--- src/rtl/intsrc_pkg.sv ---
package intsrc_pkg;

  // Word indices (byte offset / 4) of the register map.
  localparam int WI_NSTAT = 0;
  localparam int WI_FSTAT = 1;
  localparam int WI_RAW   = 2;
  localparam int WI_SEL   = 3;
  localparam int WI_ENSET = 4;
  localparam int WI_ENCLR = 5;
  localparam int WI_SWSET = 6;
  localparam int WI_SWCLR = 7;
  localparam int WI_PROT  = 8;

  // Number of identification words at the top of the address space.
  localparam int ID_WORDS = 8;

  typedef struct packed {
    logic sel_wr;
    logic en_set;
    logic en_clr;
    logic sw_set;
    logic sw_clr;
    logic prot_wr;
  } wstb_t;

  function automatic logic [7:0] id_byte(input logic [2:0] k);
    case (k)
      3'd0:    return 8'h90;
      3'd1:    return 8'h11;
      3'd2:    return 8'h04;
      3'd3:    return 8'h00;
      3'd4:    return 8'h0D;
      3'd5:    return 8'hF0;
      3'd6:    return 8'h05;
      default: return 8'hB1;
    endcase
  endfunction

endpackage

--- src/rtl/intsrc_wdec.sv ---
module intsrc_wdec #(
  parameter int WW = 10
) (
  input  logic                  we,
  input  logic [WW-1:0]         word,
  output intsrc_pkg::wstb_t     wstb
);
  import intsrc_pkg::*;

  localparam logic [WW-1:0] A_SEL   = WW'(WI_SEL);
  localparam logic [WW-1:0] A_ENSET = WW'(WI_ENSET);
  localparam logic [WW-1:0] A_ENCLR = WW'(WI_ENCLR);
  localparam logic [WW-1:0] A_SWSET = WW'(WI_SWSET);
  localparam logic [WW-1:0] A_SWCLR = WW'(WI_SWCLR);
  localparam logic [WW-1:0] A_PROT  = WW'(WI_PROT);

  // Status words, raw, identification and unmapped words produce no strobe.
  always_comb begin
    wstb         = '0;
    wstb.sel_wr  = we && (word == A_SEL);
    wstb.en_set  = we && (word == A_ENSET);
    wstb.en_clr  = we && (word == A_ENCLR);
    wstb.sw_set  = we && (word == A_SWSET);
    wstb.sw_clr  = we && (word == A_SWCLR);
    wstb.prot_wr = we && (word == A_PROT);
  end

endmodule

--- src/rtl/intsrc_regs.sv ---
module intsrc_regs #(
  parameter int NSRC = 32
) (
  input  logic                  clk,
  input  logic                  rst_n,
  input  intsrc_pkg::wstb_t     wstb,
  input  logic [NSRC-1:0]       wdata,
  output logic [NSRC-1:0]       en_q,
  output logic [NSRC-1:0]       sel_q,
  output logic [NSRC-1:0]       soft_q,
  output logic                  prot_q
);

  // One slice per source: set/clear mask bit, set/clear soft bit, route bit.
  for (genvar i = 0; i < NSRC; i++) begin : g_slice
    always_ff @(posedge clk) begin
      if (!rst_n) begin
        en_q[i]   <= 1'b0;
        soft_q[i] <= 1'b0;
        sel_q[i]  <= 1'b0;
      end else begin
        if (wstb.en_set && wdata[i])      en_q[i] <= 1'b1;
        else if (wstb.en_clr && wdata[i]) en_q[i] <= 1'b0;
        if (wstb.sw_set && wdata[i])      soft_q[i] <= 1'b1;
        else if (wstb.sw_clr && wdata[i]) soft_q[i] <= 1'b0;
        if (wstb.sel_wr)                  sel_q[i] <= wdata[i];
      end
    end
  end

  always_ff @(posedge clk) begin
    if (!rst_n)            prot_q <= 1'b0;
    else if (wstb.prot_wr) prot_q <= wdata[0];
  end

  assert_en_set_R4: assert property (@(posedge clk) disable iff (!rst_n)
    wstb.en_set |=> ((en_q & $past(wdata)) == $past(wdata)));
  assert_en_clr_R4: assert property (@(posedge clk) disable iff (!rst_n)
    wstb.en_clr |=> ((en_q & $past(wdata)) == '0));
  assert_sw_clr_R5: assert property (@(posedge clk) disable iff (!rst_n)
    wstb.sw_clr |=> ((soft_q & $past(wdata)) == '0));
  assert_prot_hold_R7: assert property (@(posedge clk) disable iff (!rst_n)
    !wstb.prot_wr |=> $stable(prot_q));

endmodule

--- src/rtl/intsrc_combine.sv ---
module intsrc_combine #(
  parameter int NSRC = 32
) (
  input  logic [NSRC-1:0] hw_lvl,
  input  logic [NSRC-1:0] soft_q,
  input  logic [NSRC-1:0] en_q,
  input  logic [NSRC-1:0] sel_q,
  output logic [NSRC-1:0] raw,
  output logic [NSRC-1:0] nstat,
  output logic [NSRC-1:0] fstat,
  output logic            fast
);

  always_comb begin
    raw   = hw_lvl | soft_q;
    nstat = raw & en_q & ~sel_q;
    fstat = raw & sel_q;
    fast  = |fstat;
  end

endmodule

--- src/rtl/intsrc_rdmux.sv ---
module intsrc_rdmux #(
  parameter int NSRC = 32,
  parameter int WW   = 10
) (
  input  logic [WW-1:0]   word,
  input  logic [NSRC-1:0] raw,
  input  logic [NSRC-1:0] nstat,
  input  logic [NSRC-1:0] fstat,
  input  logic [NSRC-1:0] sel_q,
  input  logic [NSRC-1:0] en_q,
  input  logic [NSRC-1:0] soft_q,
  input  logic            prot_q,
  output logic [NSRC-1:0] rdata
);
  import intsrc_pkg::*;

  localparam logic [WW-1:0] A_NSTAT = WW'(WI_NSTAT);
  localparam logic [WW-1:0] A_FSTAT = WW'(WI_FSTAT);
  localparam logic [WW-1:0] A_RAW   = WW'(WI_RAW);
  localparam logic [WW-1:0] A_SEL   = WW'(WI_SEL);
  localparam logic [WW-1:0] A_EN    = WW'(WI_ENSET);
  localparam logic [WW-1:0] A_SW    = WW'(WI_SWSET);
  localparam logic [WW-1:0] A_PROT  = WW'(WI_PROT);
  localparam logic [WW-1:0] A_IDLO  = WW'((1 << WW) - ID_WORDS);

  always_comb begin
    rdata = '0;
    if (word >= A_IDLO) begin
      rdata = {{(NSRC-8){1'b0}}, id_byte(word[2:0])};
    end else begin
      case (word)
        A_NSTAT: rdata = nstat;
        A_FSTAT: rdata = fstat;
        A_RAW:   rdata = raw;
        A_SEL:   rdata = sel_q;
        A_EN:    rdata = en_q;
        A_SW:    rdata = soft_q;
        A_PROT:  rdata = {{(NSRC-1){1'b0}}, prot_q};
        default: rdata = '0;
      endcase
    end
  end

endmodule

--- src/rtl/intsrc_router.sv ---
module intsrc_router #(
  parameter int NSRC = 32,
  parameter int AW   = 12
) (
  input  logic            clk,
  input  logic            rst_n,
  input  logic [NSRC-1:0] irq_lines,
  input  logic [AW-1:0]   reg_addr,
  input  logic            reg_we,
  input  logic [NSRC-1:0] reg_wdata,
  output logic [NSRC-1:0] reg_rdata,
  output logic [NSRC-1:0] norm_vec,
  output logic            fast_irq
);
  import intsrc_pkg::*;

  localparam int WW = AW - 2;

  logic [WW-1:0]   word;
  wstb_t           wstb;
  logic [NSRC-1:0] en_q, sel_q, soft_q;
  logic            prot_q;
  logic [NSRC-1:0] raw, nstat, fstat;

  assign word = reg_addr[AW-1:2];

  intsrc_wdec #(.WW(WW)) u_wdec (
    .we   (reg_we),
    .word (word),
    .wstb (wstb)
  );

  intsrc_regs #(.NSRC(NSRC)) u_regs (
    .clk    (clk),
    .rst_n  (rst_n),
    .wstb   (wstb),
    .wdata  (reg_wdata),
    .en_q   (en_q),
    .sel_q  (sel_q),
    .soft_q (soft_q),
    .prot_q (prot_q)
  );

  intsrc_combine #(.NSRC(NSRC)) u_comb (
    .hw_lvl (irq_lines),
    .soft_q (soft_q),
    .en_q   (en_q),
    .sel_q  (sel_q),
    .raw    (raw),
    .nstat  (nstat),
    .fstat  (fstat),
    .fast   (fast_irq)
  );

  intsrc_rdmux #(.NSRC(NSRC), .WW(WW)) u_rdmux (
    .word   (word),
    .raw    (raw),
    .nstat  (nstat),
    .fstat  (fstat),
    .sel_q  (sel_q),
    .en_q   (en_q),
    .soft_q (soft_q),
    .prot_q (prot_q),
    .rdata  (reg_rdata)
  );

  assign norm_vec = nstat;

  assert_disjoint_R2: assert property (@(posedge clk) disable iff (!rst_n)
    (norm_vec & fstat) == '0);
  assert_fast_needs_sel_R3: assert property (@(posedge clk) disable iff (!rst_n)
    fast_irq |-> (sel_q != '0));
  assert_ro_write_R8: assert property (@(posedge clk) disable iff (!rst_n)
    (reg_we && word == '0) |=>
      ($stable(en_q) && $stable(sel_q) && $stable(soft_q) && $stable(prot_q)));
  assert_aligned_R10: assert property (@(posedge clk) disable iff (!rst_n)
    reg_we |-> (reg_addr[1:0] == 2'b00));

endmodule

--- config.mk ---
export PLATFORM = sky130hd
export DESIGN_NAME = intsrc_router
export DESIGN_NICKNAME = d
export VERILOG_FILES = /design/src/rtl/intsrc_pkg.sv /design/src/rtl/intsrc_wdec.sv /design/src/rtl/intsrc_regs.sv /design/src/rtl/intsrc_combine.sv /design/src/rtl/intsrc_rdmux.sv /design/src/rtl/intsrc_router.sv
export SDC_FILE = /design/constraint.sdc
export NUM_CORES = 1
export LEC_CHECK = 0
export CORE_AREA = 4 4 168 170
export DETAILED_ROUTE_END_ITERATION = 8
export DIE_AREA = 0 0 172 174
export DONT_BUFFER_PORTS = 1
export MAX_ROUTING_LAYER = met4
export SLEW_MARGIN = 10
export SYNTH_ARGS = -nofsm -noshare
export SYNTH_HDL_FRONTEND = slang
export SYNTH_HIERARCHICAL = 1
export SYNTH_SLANG_ARGS = --single-unit
--- constraint.sdc ---
create_clock -name clk -period 2.25 [get_ports clk]
set_clock_uncertainty 0.2 [all_clocks]
set_input_delay 0.225 -clock clk [delete_from_list [all_inputs] [get_ports clk]]
set_output_delay 0.225 -clock clk [all_outputs]
set_load 0.01 [all_outputs]
-- Word level (Yosys, flattened, before mapping)
Index checks and enable logic that the tools add are counted.
- magnitude comparators: 1
- eq/ne operators: 14
- multiplexer cells: 131
- bitwise logic cells: 5
- reduce and logical (&&, ||, !) cells: 201
- operators by type and width (kind ; count):
    case mux 32 bit (7 select lines) ; 1
    logical AND 1 bit ; 134
    two-way mux 1 bit ; 128
    nonzero test 2 bit ; 64
    bitwise AND 32 bit ; 3
    case mux 8 bit (7 select lines) ; 1
    == test 10 x 3 -> 1 bit (second input constant) ; 4
    two-way mux 32 bit ; 1
    NOT 32 bit ; 1
    bitwise OR 32 bit ; 1
    OR reduction 32 bit ; 1
    == test 10 x 2 -> 1 bit (second input constant) ; 2
    == test 10 x 1 -> 1 bit (second input constant) ; 1
    == test 10 x 4 -> 1 bit (second input constant) ; 1
    >= comparator 10 bit (second input constant) ; 1
    zero test 10 bit ; 1
    == test 3 bit (second input constant) ; 3
    == test 3 x 2 -> 1 bit (second input constant) ; 2
    == test 3 x 1 -> 1 bit (second input constant) ; 1
    zero test 3 bit ; 1
- register bits: 97
- input port bits: 79
- output and inout bits: 65
- logic and storage cells: 449

-- Longest topological paths before layout
Gate-level depths: netlist of the first run.
- depth in word-level cells: 5
- mapped depth: 7
- gate-level depth less buffers: 6

-- Modules after synthesis
The synthesis of the first run kept the hierarchy.
- by module, submodules not included (module ; instances ; cells each ; area an instance (µm²) ; seq. area each (µm²)):
    intsrc_regs ; 1 ; 389 ; 3957.5 ; 1941.9
    intsrc_rdmux ; 1 ; 193 ; 1726.7 ; 0.0
    intsrc_combine ; 1 ; 107 ; 797.0 ; 0.0
    intsrc_wdec ; 1 ; 16 ; 102.6 ; 0.0

-- Worst setup path after synthesis of the first run
No wires, ideal clock.
- path type: input to register
- from: input port reg_addr[7]
- to: register u_regs.en_q[0]
- setup time: 0.115 ns
- data arrival time: 1.805 ns
- data required time: 1.935 ns
- slack: 0.129 ns
- stages: 5
- path buffers: 1
- cells stage by stage: or4_1 nor4_1 buf_2 nand2_1 a31o_1
- RTL lines (what ; RTL line ; source):
    start, declared ; intsrc_router.sv:8 ; input logic [AW-1:0] reg_addr,
    end signal, assigned by index ; intsrc_regs.sv:18 ; en_q[i] <= 1'b0;
    end signal, assigned by index ; intsrc_regs.sv:22 ; if (wstb.en_set && wdata[i]) en_q[i] <= 1'b1;
    end signal, assigned by index ; intsrc_regs.sv:23 ; else if (wstb.en_clr && wdata[i]) en_q[i] <= 1'b0;
    end, declared ; intsrc_regs.sv:8 ; output logic [NSRC-1:0] en_q,

-- Worst setup path in the final report of the first run
- from: register u_regs.soft_q[28]
- to: output port reg_rdata[28]
- cells in the longest elaborated chain, start to end: 5
- elaborated cells between the ends (all ways): 6
- those cells by class: mux: 2; bitwise: 4
- RTL lines (what ; RTL line ; source):
    start, declared ; intsrc_regs.sv:10 ; output logic [NSRC-1:0] soft_q,
    start signal, assigned by index ; intsrc_regs.sv:19 ; soft_q[i] <= 1'b0;
    start signal, assigned by index ; intsrc_regs.sv:24 ; if (wstb.sw_set && wdata[i]) soft_q[i] <= 1'b1;
    start signal, assigned by index ; intsrc_regs.sv:25 ; else if (wstb.sw_clr && wdata[i]) soft_q[i] <= 1'b0;
    bitwise OR 32 bit ; intsrc_combine.sv:15 ; raw = hw_lvl | soft_q;
    named net raw[28] ; intsrc_router.sv:23 ; logic [NSRC-1:0] raw, nstat, fstat;
    bitwise AND 32 bit (2 in a row) ; intsrc_combine.sv:16 ; nstat = raw & en_q & ~sel_q;
    named net norm_vec[28] ; intsrc_router.sv:12 ; output logic [NSRC-1:0] norm_vec,
    case mux 32 bit (7 select lines) ; intsrc_rdmux.sv:31 ; case (word)
    two-way mux 32 bit ; intsrc_rdmux.sv:28 ; if (word >= A_IDLO) begin
    end, declared ; intsrc_router.sv:11 ; output logic [NSRC-1:0] reg_rdata,
The timed path passes the listed nets, and every way through them passes these cells.

==> impl_results.html, run 1 <==
<table>
<tr><th>Metric</th><th>Value</th></tr>
<tr><th colspan="2">Synth</th></tr>
<tr><td>Asr flop ratio synth</td><td>0%</td></tr>
<tr><td>Synth area leaders</td><td>dfxtp_1, mux2i_1, a31o_1</td></tr>
<tr><td>Syn nets</td><td>784</td></tr>
<tr><td>Netlist Area Pre-Place</td><td>6584 µm²</td></tr>
<tr><td>Ys flop type</td><td>dfxtp_1</td></tr>
<tr><td>Library cell occupying the most area in the post-synthesis netlist</td><td>dfxtp_1</td></tr>
<tr><td>Mapped Cells</td><td>705</td></tr>
<tr><td>Count of unique library cells instantiated by Yosys</td><td>49</td></tr>
<tr><td>Synthesized area per cell</td><td>9.339 µm²</td></tr>
<tr><td>Number of flip-flops and latches in the synthesized netlist</td><td>97</td></tr>
<tr><td>Share of synthesized area occupied by flip-flops and latches</td><td>between 20% and 30%</td></tr>
<tr><td>Share of Yosys cell area claimed by the top area cell type</td><td>29.49%</td></tr>
<tr><td>Warning count from the yosys run</td><td>6</td></tr>
<tr><td>Count of flip-flops with a built-in enable after synthesis</td><td>0</td></tr>
<tr><th colspan="2">Pwr</th></tr>
<tr><td>Total leakage power</td><td>3.445 nW</td></tr>
<tr><td>Power consumption</td><td>3.411 mW</td></tr>
<tr><td>NetSw</td><td>0.8125 mW</td></tr>
<tr><td>Proportion of power drawn by flip-flops and latches</td><td>50.3%</td></tr>
<tr><td>Power density relative to cell area</td><td>~410 nW/µm²</td></tr>
<tr><td>Design internal power</td><td>2.599 mW</td></tr>
<tr><td>IR drop worst, VDD</td><td>0.0003477 V</td></tr>
<tr><td>Power share of the clock group</td><td>44.0%</td></tr>
<tr><td>Combinational share of power</td><td>5.7%</td></tr>
<tr><td>Net switching fraction of the power</td><td>23.82%</td></tr>
<tr><th colspan="2">Finish</th></tr>
<tr><td>Post-layout nets</td><td>868</td></tr>
<tr><td>Post-route non-filler standard cell count</td><td>1135</td></tr>
<tr><td>Syn-to-layout area delta</td><td>25.71%</td></tr>
<tr><td>Most common cell after layout, fill and taps aside</td><td>buf_4</td></tr>
<tr><td>Antenna cells</td><td>0</td></tr>
<tr><td>Share of layout cells above drive strength 1</td><td>32.62%</td></tr>
<tr><td>Finished Core Util</td><td>30.97%</td></tr>
<tr><td>Commonest non-fill, non-tap cells in the layout</td><td>buf_4, nand2_1, dfxtp_1, and3_1, a31o_1</td></tr>
<tr><th colspan="2">STA</th></tr>
<tr><td>Unrepaired setup endpoints after global routing</td><td>yes</td></tr>
<tr><td>Final worst hold slack</td><td>-0.1711 ns</td></tr>
<tr><td>Number of endpoints failing setup at the final stage</td><td>23</td></tr>
<tr><td>Worst Max-Slew Pin Slew</td><td>0.5881 ns</td></tr>
<tr><td>Final Worst Setup Slack</td><td>-0.1246 ns</td></tr>
<tr><td>Sum of negative setup slack</td><td>-1.495 ns</td></tr>
<tr><td>Maximum achievable frequency</td><td>0.4211 GHz</td></tr>
<tr><td>Post-layout min period</td><td>2.375 ns</td></tr>
<tr><td>Number of endpoints with negative hold slack in the final report</td><td>96</td></tr>
<tr><td>Tightest slew margin relative to the limit</td><td>60.72%</td></tr>
<tr><td>Final Max Slew Viols</td><td>0</td></tr>
<tr><td>Tcrit/Tclk final</td><td>105.5%</td></tr>
<tr><th colspan="2">Route</th></tr>
<tr><td>Number of nets still failing antenna checks after routing</td><td>0</td></tr>
<tr><td>Vias per std cell</td><td>a little over 5</td></tr>
<tr><td>1st-iter DRT viols</td><td>between 300 and 400</td></tr>
<tr><td>Wirelength per Cell</td><td>20.87 µm</td></tr>
<tr><td>Total number of vias</td><td>slightly below 6000</td></tr>
<tr><td>Drc violations</td><td>0</td></tr>
<tr><td>Final WL</td><td>23680 µm</td></tr>
<tr><td>Number of detailed-route iterations in the first pass</td><td>4</td></tr>
<tr><th colspan="2">Die</th></tr>
<tr><td>Horizontal die dimension</td><td>172 µm</td></tr>
<tr><td>DIE AREA</td><td>29930 µm²</td></tr>
<tr><td>I/O pin cnt</td><td>144</td></tr>
<tr><td>CORE AREA</td><td>between 20000 and 30000 µm²</td></tr>
<tr><td>Y dimension of the die</td><td>174 µm</td></tr>
<tr><td>Starting utilization of the core area</td><td>approximately 25%</td></tr>
<tr><td>Row count</td><td>60</td></tr>
<tr><th colspan="2">Global route</th></tr>
<tr><td>Number of antenna violations at the first check in global routing</td><td>0</td></tr>
<tr><td>Global-route wire length before repair</td><td>34950 µm</td></tr>
<tr><td>Via count of the first global-routing pass</td><td>5686</td></tr>
<tr><td>Total track usage</td><td>15.66%</td></tr>
<tr><td>Maximum number of pins on one net before global-route repair</td><td>162</td></tr>
<tr><td>Total grt overflow</td><td>0</td></tr>
<tr><th colspan="2">Setup path</th></tr>
<tr><td>Required time of the critical path</td><td>about 1.8 ns</td></tr>
<tr><td>Depth of the worst register-to-register path</td><td>3</td></tr>
<tr><td>Crit Path Max Fanout</td><td>3</td></tr>
<tr><td>Crit path from</td><td>u_regs/soft_q[28]</td></tr>
<tr><td>WS Path Type</td><td>reg2out</td></tr>
<tr><td>Minimum setup slack among reg-to-reg paths</td><td>0.90 ns</td></tr>
<tr><td>Crit path DAT</td><td>1.95 ns</td></tr>
<tr><td>Worst setup EP type</td><td>output port</td></tr>
<tr><td>Critical Path Source Type</td><td>flop</td></tr>
<tr><td>Worst flop-to-flop path startpoint</td><td>u_regs/prot_q</td></tr>
<tr><th colspan="2">CTS</th></tr>
<tr><td>H-tree lvl count</td><td>3</td></tr>
<tr><td>TritonCTS clock tree</td><td>yes</td></tr>
<tr><td>Clock net sink count</td><td>97</td></tr>
<tr><td>Maximum number of buffers from clock root to sink</td><td>2</td></tr>
<tr><td>Clock edge transition at the registers on the reported setup and hold paths</td><td>around 0.080 ns</td></tr>
<tr><td>Number of CTS-inserted buffers</td><td>9</td></tr>
<tr><td>Root buffer selected by CTS</td><td>clkbuf_16</td></tr>
<tr><td>Clock network latency to the later pin of the worst-skew pair</td><td>~0.34 ns</td></tr>
<tr><th colspan="2">Run status</th></tr>
<tr><td>Violated checks</td><td>hold timing, setup timing</td></tr>
<tr><td>Run status</td><td>finished, violations left</td></tr>
<tr><th colspan="2">Min path</th></tr>
<tr><td>Class of the tightest hold or removal check</td><td>in2reg</td></tr>
<tr><td>Start point of the worst min-delay path</td><td>rst_n</td></tr>
<tr><td>Min-Delay Path Depth</td><td>1</td></tr>
<tr><th colspan="2">Run</th></tr>
<tr><td>Number of max-cap violations</td><td>0</td></tr>
<tr><th colspan="2">Place</th></tr>
<tr><td>Sum of net half-perimeters after detailed placement</td><td>15960 µm</td></tr>
<tr><td>Count of input and output buffers</td><td>0</td></tr>
<tr><td>Total instance count after detailed placement</td><td>1057</td></tr>
<tr><td>Routability cong.</td><td>0.7874</td></tr>
</table>
==> per-stage QoR <==
stage	worst slack, ns	instance area (µm²)
2_1_floorplan	0.1293	6584
3_3_place_gp	0.01577	7238
3_5_place_dp	-0.02813	7238
4_1_cts	-0.1703	7988
5_1_grt	-0.1973	8277
6_report	-0.1246	8277
==> synth_stat cells, drive strengths merged, types with 7 or more instances <==
master,instances
dfxtp,97
nand2,79
a31o,64
and3,64
mux2i,57
buf,47
nor2b,36
or2,35
and3b,32
o21a,32
mux4,22
a22o,19
nor4,15
a21o,12
o21ai,12
clkbuf,8
mux2,8
o22ai,8
nor2,7
==> registers in the layout, indices dropped and copies added (netlist names) <==
signal and cells:
u_regs/en_q 32, u_regs/sel_q 32, u_regs/soft_q 32, u_regs/prot_q 1
==> power by group through the flow <==
stage	combinational (mW)	clock [mW]	sequential [mW]
after floorplan	0.217	0	1.76
after global placement	0.146	0	1.76
after detailed placement	0.148	0	1.76
after CTS	0.169	1.56	1.72
after global routing	0.209	1.63	1.72
final	0.195	1.50	1.72
==> path summary, 6_finish.rpt <==
kind / to
min reg2reg: u_regs/soft_q[31]
min: u_regs/en_q[26]
max reg2reg: u_regs/prot_q
max: reg_rdata[28]
==> metal layers <==
| metal | vias up | wire length (µm) | track usage (%) |
|---|---|---|---|
| met4 | 0 | 328 | 3.603 |
| met5 | - | 0 | - |
| met3 | 21 | 1349 | 3.730 |
| met1 | 2897 | 10050 | 18.62 |
| met2 | 139 | 11960 | 26.73 |
| li1 | 2820 | - | - |
==> layout make-up <==
class	instances	area, µm²
repair buffers	128	1087
fillers	2822	18450
well taps	341	426.7
inverters	4	15.01
clock buffers	9	225.2
flip-flops and latches	97	1978
multi-input cells	549	4491
clock inverters	7	53.80
==> worst max-delay path: stages (launching register included) <==
cell	delay [ns]
dfxtp_2	0.33
or2_1	0.24
and3b_2	0.25
mux4_2	0.47
nand2_2	0.08
o22ai_2	0.09
buf_6	0.14
==> timing repair <==
action                                  CTS  global route
resized for setup                        72            29
buffers inserted                         39            13
endpoints found under the hold margin    97            96
pin swaps                                79            24
hold buffers                              4            10
endpoints found under the setup margin   27            30
==> logic make-up (layout without fill, tap and decap cells) <==
logic type             count (synthesis)  in the layout  synth area share [%]
flip-flops                            97             97                 29.49
AO/OA/AOI/OAI                        165            165                 19.95
multiplexers                          87             87                 17.56
XOR/XNOR                               1              1                0.1331
AND/OR/NAND/NOR                      296            296                 26.68
buffers and inverters                 59            148                 6.176
Power figures use the tool's default switching activity.
==> run 2, diff against run 1 <==
RECOVER_POWER = 100   (was unset)
==> run 2 against run 1 <==
  * The run still ends with hold timing, setup timing left
  * Final area decreased by 1.2%
  * Utilization decreased by 0.37 points
  * Total power about the same
  * Register-to-register slack about the same
  * Die area unchanged
  * Clock-buffer cell count unchanged
  * Final cell count unchanged
  * First-iteration DRC count decreased by 5.0%
  * Via count increased by 0.41%
  * Combinational power about the same
  * Fmax decreased by 0.25%
  * Critical path type unchanged
  * Largest cell class unchanged
  * Highest routed layer unchanged
==> impl_results.html, run 2 (synthesis gave the netlist of run 1 again) <==
<table>
<tr><th>Metric</th><th>Value</th></tr>
<tr><th colspan="2">Run status</th></tr>
<tr><td>Run status</td><td>finished, violations left</td></tr>
<tr><td>Violated checks</td><td>hold timing, setup timing</td></tr>
<tr><th colspan="2">Die</th></tr>
<tr><td>I/O pin cnt</td><td>144 (unchanged)</td></tr>
<tr><td>Row count</td><td>60 (unchanged)</td></tr>
<tr><td>Y dimension of the die</td><td>174 µm (unchanged)</td></tr>
<tr><td>CORE AREA</td><td>26730 µm² (unchanged)</td></tr>
<tr><td>Starting utilization of the core area</td><td>24.63% (unchanged)</td></tr>
<tr><td>DIE AREA</td><td>29930 µm² (unchanged)</td></tr>
<tr><td>Horizontal die dimension</td><td>172 µm (unchanged)</td></tr>
<tr><th colspan="2">Setup path</th></tr>
<tr><td>Crit path DAT</td><td>1.96 ns (about the same)</td></tr>
<tr><td>Crit Path Max Fanout</td><td>3 (unchanged)</td></tr>
<tr><td>Minimum setup slack among reg-to-reg paths</td><td>0.89 ns (about the same)</td></tr>
<tr><td>Cells along the critical path</td><td>or2_1 &gt; and3b_1 &gt; mux4_2 &gt; nand2_2 &gt; o22ai_2 &gt; buf_6</td></tr>
<tr><td>WS Path Type</td><td>reg2out</td></tr>
<tr><td>CP peak stage delay</td><td>0.48 ns (about the same)</td></tr>
<tr><td>Slowest stage cell on the critical path</td><td>mux4_2</td></tr>
<tr><td>Bufs and invs on worst path</td><td>1 (unchanged)</td></tr>
<tr><td>Cell class contributing the biggest share of worst-path delay</td><td>simple AND/OR/NAND/NOR gates</td></tr>
<tr><td>Required time of the critical path</td><td>1.82 ns (about the same)</td></tr>
<tr><td>Critical Path Source Type</td><td>flop</td></tr>
<tr><td>Worst setup EP type</td><td>output port</td></tr>
<tr><th colspan="2">Global route</th></tr>
<tr><td>Maximum number of pins on one net before global-route repair</td><td>162 (unchanged)</td></tr>
<tr><td>Total track usage</td><td>15.66% (unchanged)</td></tr>
<tr><td>Global-route wire length before repair</td><td>34950 µm (unchanged)</td></tr>
<tr><td>Number of antenna violations at the first check in global routing</td><td>0 (unchanged)</td></tr>
<tr><td>Via count of the first global-routing pass</td><td>5686 (unchanged)</td></tr>
<tr><td>Total grt overflow</td><td>0 (unchanged)</td></tr>
<tr><th colspan="2">Finish</th></tr>
<tr><td>Commonest non-fill, non-tap cells in the layout</td><td>buf_4, dfxtp_1, nand2_1, and3_1, a31o_1</td></tr>
<tr><td>Most common cell after layout, fill and taps aside</td><td>buf_4</td></tr>
<tr><td>Post-layout nets</td><td>868 (unchanged)</td></tr>
<tr><td>Number of inserted filler cells in the final layout</td><td>2842 (+0.71%)</td></tr>
<tr><td>Share of layout cells above drive strength 1</td><td>28.84% (-3.8 points)</td></tr>
<tr><td>Antenna cells</td><td>0 (unchanged)</td></tr>
<tr><td>Post-route non-filler standard cell count</td><td>1135 (unchanged)</td></tr>
<tr><td>Largest registers</td><td>u_regs/en_q x32, u_regs/sel_q x32, u_regs/soft_q x32</td></tr>
<tr><td>Syn-to-layout area delta</td><td>24.19%</td></tr>
<tr><th colspan="2">CTS</th></tr>
<tr><td>Maximum number of buffers from clock root to sink</td><td>2 (unchanged)</td></tr>
<tr><td>Number of CTS-inserted buffers</td><td>9 (unchanged)</td></tr>
<tr><td>H-tree lvl count</td><td>3 (unchanged)</td></tr>
<tr><td>TritonCTS clock tree</td><td>yes</td></tr>
<tr><td>Clock edge transition at the registers on the reported setup and hold paths</td><td>0.08 ns (about the same)</td></tr>
<tr><td>Clock net sink count</td><td>97 (unchanged)</td></tr>
<tr><td>Root buffer selected by CTS</td><td>clkbuf_16</td></tr>
<tr><td>Clock network latency to the later pin of the worst-skew pair</td><td>0.35 ns (about the same)</td></tr>
<tr><th colspan="2">Route</th></tr>
<tr><td>Wirelength per Cell</td><td>20.88 µm (about the same)</td></tr>
<tr><td>1st-iter DRT viols</td><td>324 (-5.0%)</td></tr>
<tr><td>Total number of vias</td><td>5901 (+0.41%)</td></tr>
<tr><td>Final WL</td><td>23700 µm (about the same)</td></tr>
<tr><td>Vias per std cell</td><td>5.199 (+0.41%)</td></tr>
<tr><td>Drc violations</td><td>0 (unchanged)</td></tr>
<tr><td>Number of detailed-route iterations in the first pass</td><td>5 (+1)</td></tr>
<tr><td>Number of nets still failing antenna checks after routing</td><td>0 (unchanged)</td></tr>
<tr><th colspan="2">Place</th></tr>
<tr><td>Worst slack, placed</td><td>-0.02813 ns (unchanged)</td></tr>
<tr><td>Count of input and output buffers</td><td>0 (unchanged)</td></tr>
<tr><td>Routability cong.</td><td>0.7874 (unchanged)</td></tr>
<tr><td>Sum of net half-perimeters after detailed placement</td><td>15960 µm (unchanged)</td></tr>
<tr><td>Total instance count after detailed placement</td><td>1057 (unchanged)</td></tr>
<tr><th colspan="2">Pwr</th></tr>
<tr><td>Power consumption</td><td>3.413 mW (about the same)</td></tr>
<tr><td>IR drop worst, VDD</td><td>0.0003482 V (+0.13%)</td></tr>
<tr><td>Total leakage power</td><td>3.410 nW (-1.0%)</td></tr>
<tr><td>Power density relative to cell area</td><td>417.4 nW/µm² (+1.3%)</td></tr>
<tr><th colspan="2">STA</th></tr>
<tr><td>Tightest slew margin relative to the limit</td><td>43.43% (-17 points)</td></tr>
<tr><td>Post-layout min period</td><td>2.380 ns (+0.005878 ns)</td></tr>
<tr><td>Tcrit/Tclk final</td><td>105.8% (+0.26 points)</td></tr>
<tr><td>Number of endpoints with negative hold slack in the final report</td><td>96 (unchanged)</td></tr>
<tr><td>Worst Max-Slew Pin Slew</td><td>0.8486 ns (+0.2605 ns)</td></tr>
<tr><td>Final worst hold slack</td><td>-0.1830 ns (-0.01186 ns)</td></tr>
<tr><td>Sum of negative setup slack</td><td>-1.538 ns (-0.04258 ns)</td></tr>
<tr><td>Unrepaired setup endpoints after global routing</td><td>yes</td></tr>
<tr><td>Number of endpoints failing setup at the final stage</td><td>23 (unchanged)</td></tr>
<tr><td>Final Worst Setup Slack</td><td>-0.1305 ns (-0.005878 ns)</td></tr>
<tr><td>Final Max Slew Viols</td><td>0 (unchanged)</td></tr>
<tr><td>Maximum achievable frequency</td><td>0.4201 GHz (-0.25%)</td></tr>
<tr><th colspan="2">Min path</th></tr>
<tr><td>Class of the tightest hold or removal check</td><td>in2reg</td></tr>
<tr><th colspan="2">Run</th></tr>
<tr><td>Number of max-cap violations</td><td>0 (unchanged)</td></tr>
</table>
==> run 2: cell type report <==
class                      count  area [µm²]  share of cell area [%]
sequential                    97        1957                   23.93
inverter                       4       15.01                  0.1836
tap                          341       426.7                   5.218
clock buffer                   9       225.2                   2.754
clock inverter                 7       53.80                  0.6580
timing repair buffer         128        1036                   12.67
multi-input combinational    549        4463                   54.58
==> run 2: metal layers <==
metal,GRT usage [%],vias up,share of wire (%)
li1,-,2821,-
met5,-,-,0
met2,26.73,162,50
met4,3.603,0,1.4
met1,18.62,2894,42
met3,3.730,24,6.0
==> run 2: timing repair <==
action,in CTS,in global routing
hold buffers,4,10
hold endpoints to repair,97,96
buffers inserted,39,13
gates resized for setup,72,29
pin swaps,79,24
endpoints found under the setup margin,27,30
==> run 2: final timing paths <==
| path | endpoint | depth (start not counted) | start |
|---|---|---|---|
| worst min-delay path | u_regs/en_q[26] | 1 | rst_n |
| worst max-delay path | reg_rdata[28] | 6 | u_regs/soft_q[28] |
| worst max register to register | u_regs/prot_q | 3 | u_regs/prot_q |
| worst min register to register | u_regs/soft_q[31] | 1 | u_regs/soft_q[31] |
==> run 2: metrics by stage <==
step / area (µm²) / utilization, % / hold slack (ns)
floorplan: 6584 / - / 0.1944
global placement: 7238 / 27.08 / 0.1700
detailed placement: 7238 / 27.08 / 0.1705
CTS: 7988 / 29.89 / -0.2070
global route: 8177 / 30.59 / -0.2038
finish: 8177 / 30.59 / -0.1830
==> run 2: report_power, final <==
part           switching (mW)  total (mW)  internal [mW]
registers            0.000498        1.72           1.72
clock network           0.744        1.50          0.759
logic                  0.0699       0.193          0.124
total                   0.815        3.41           2.60
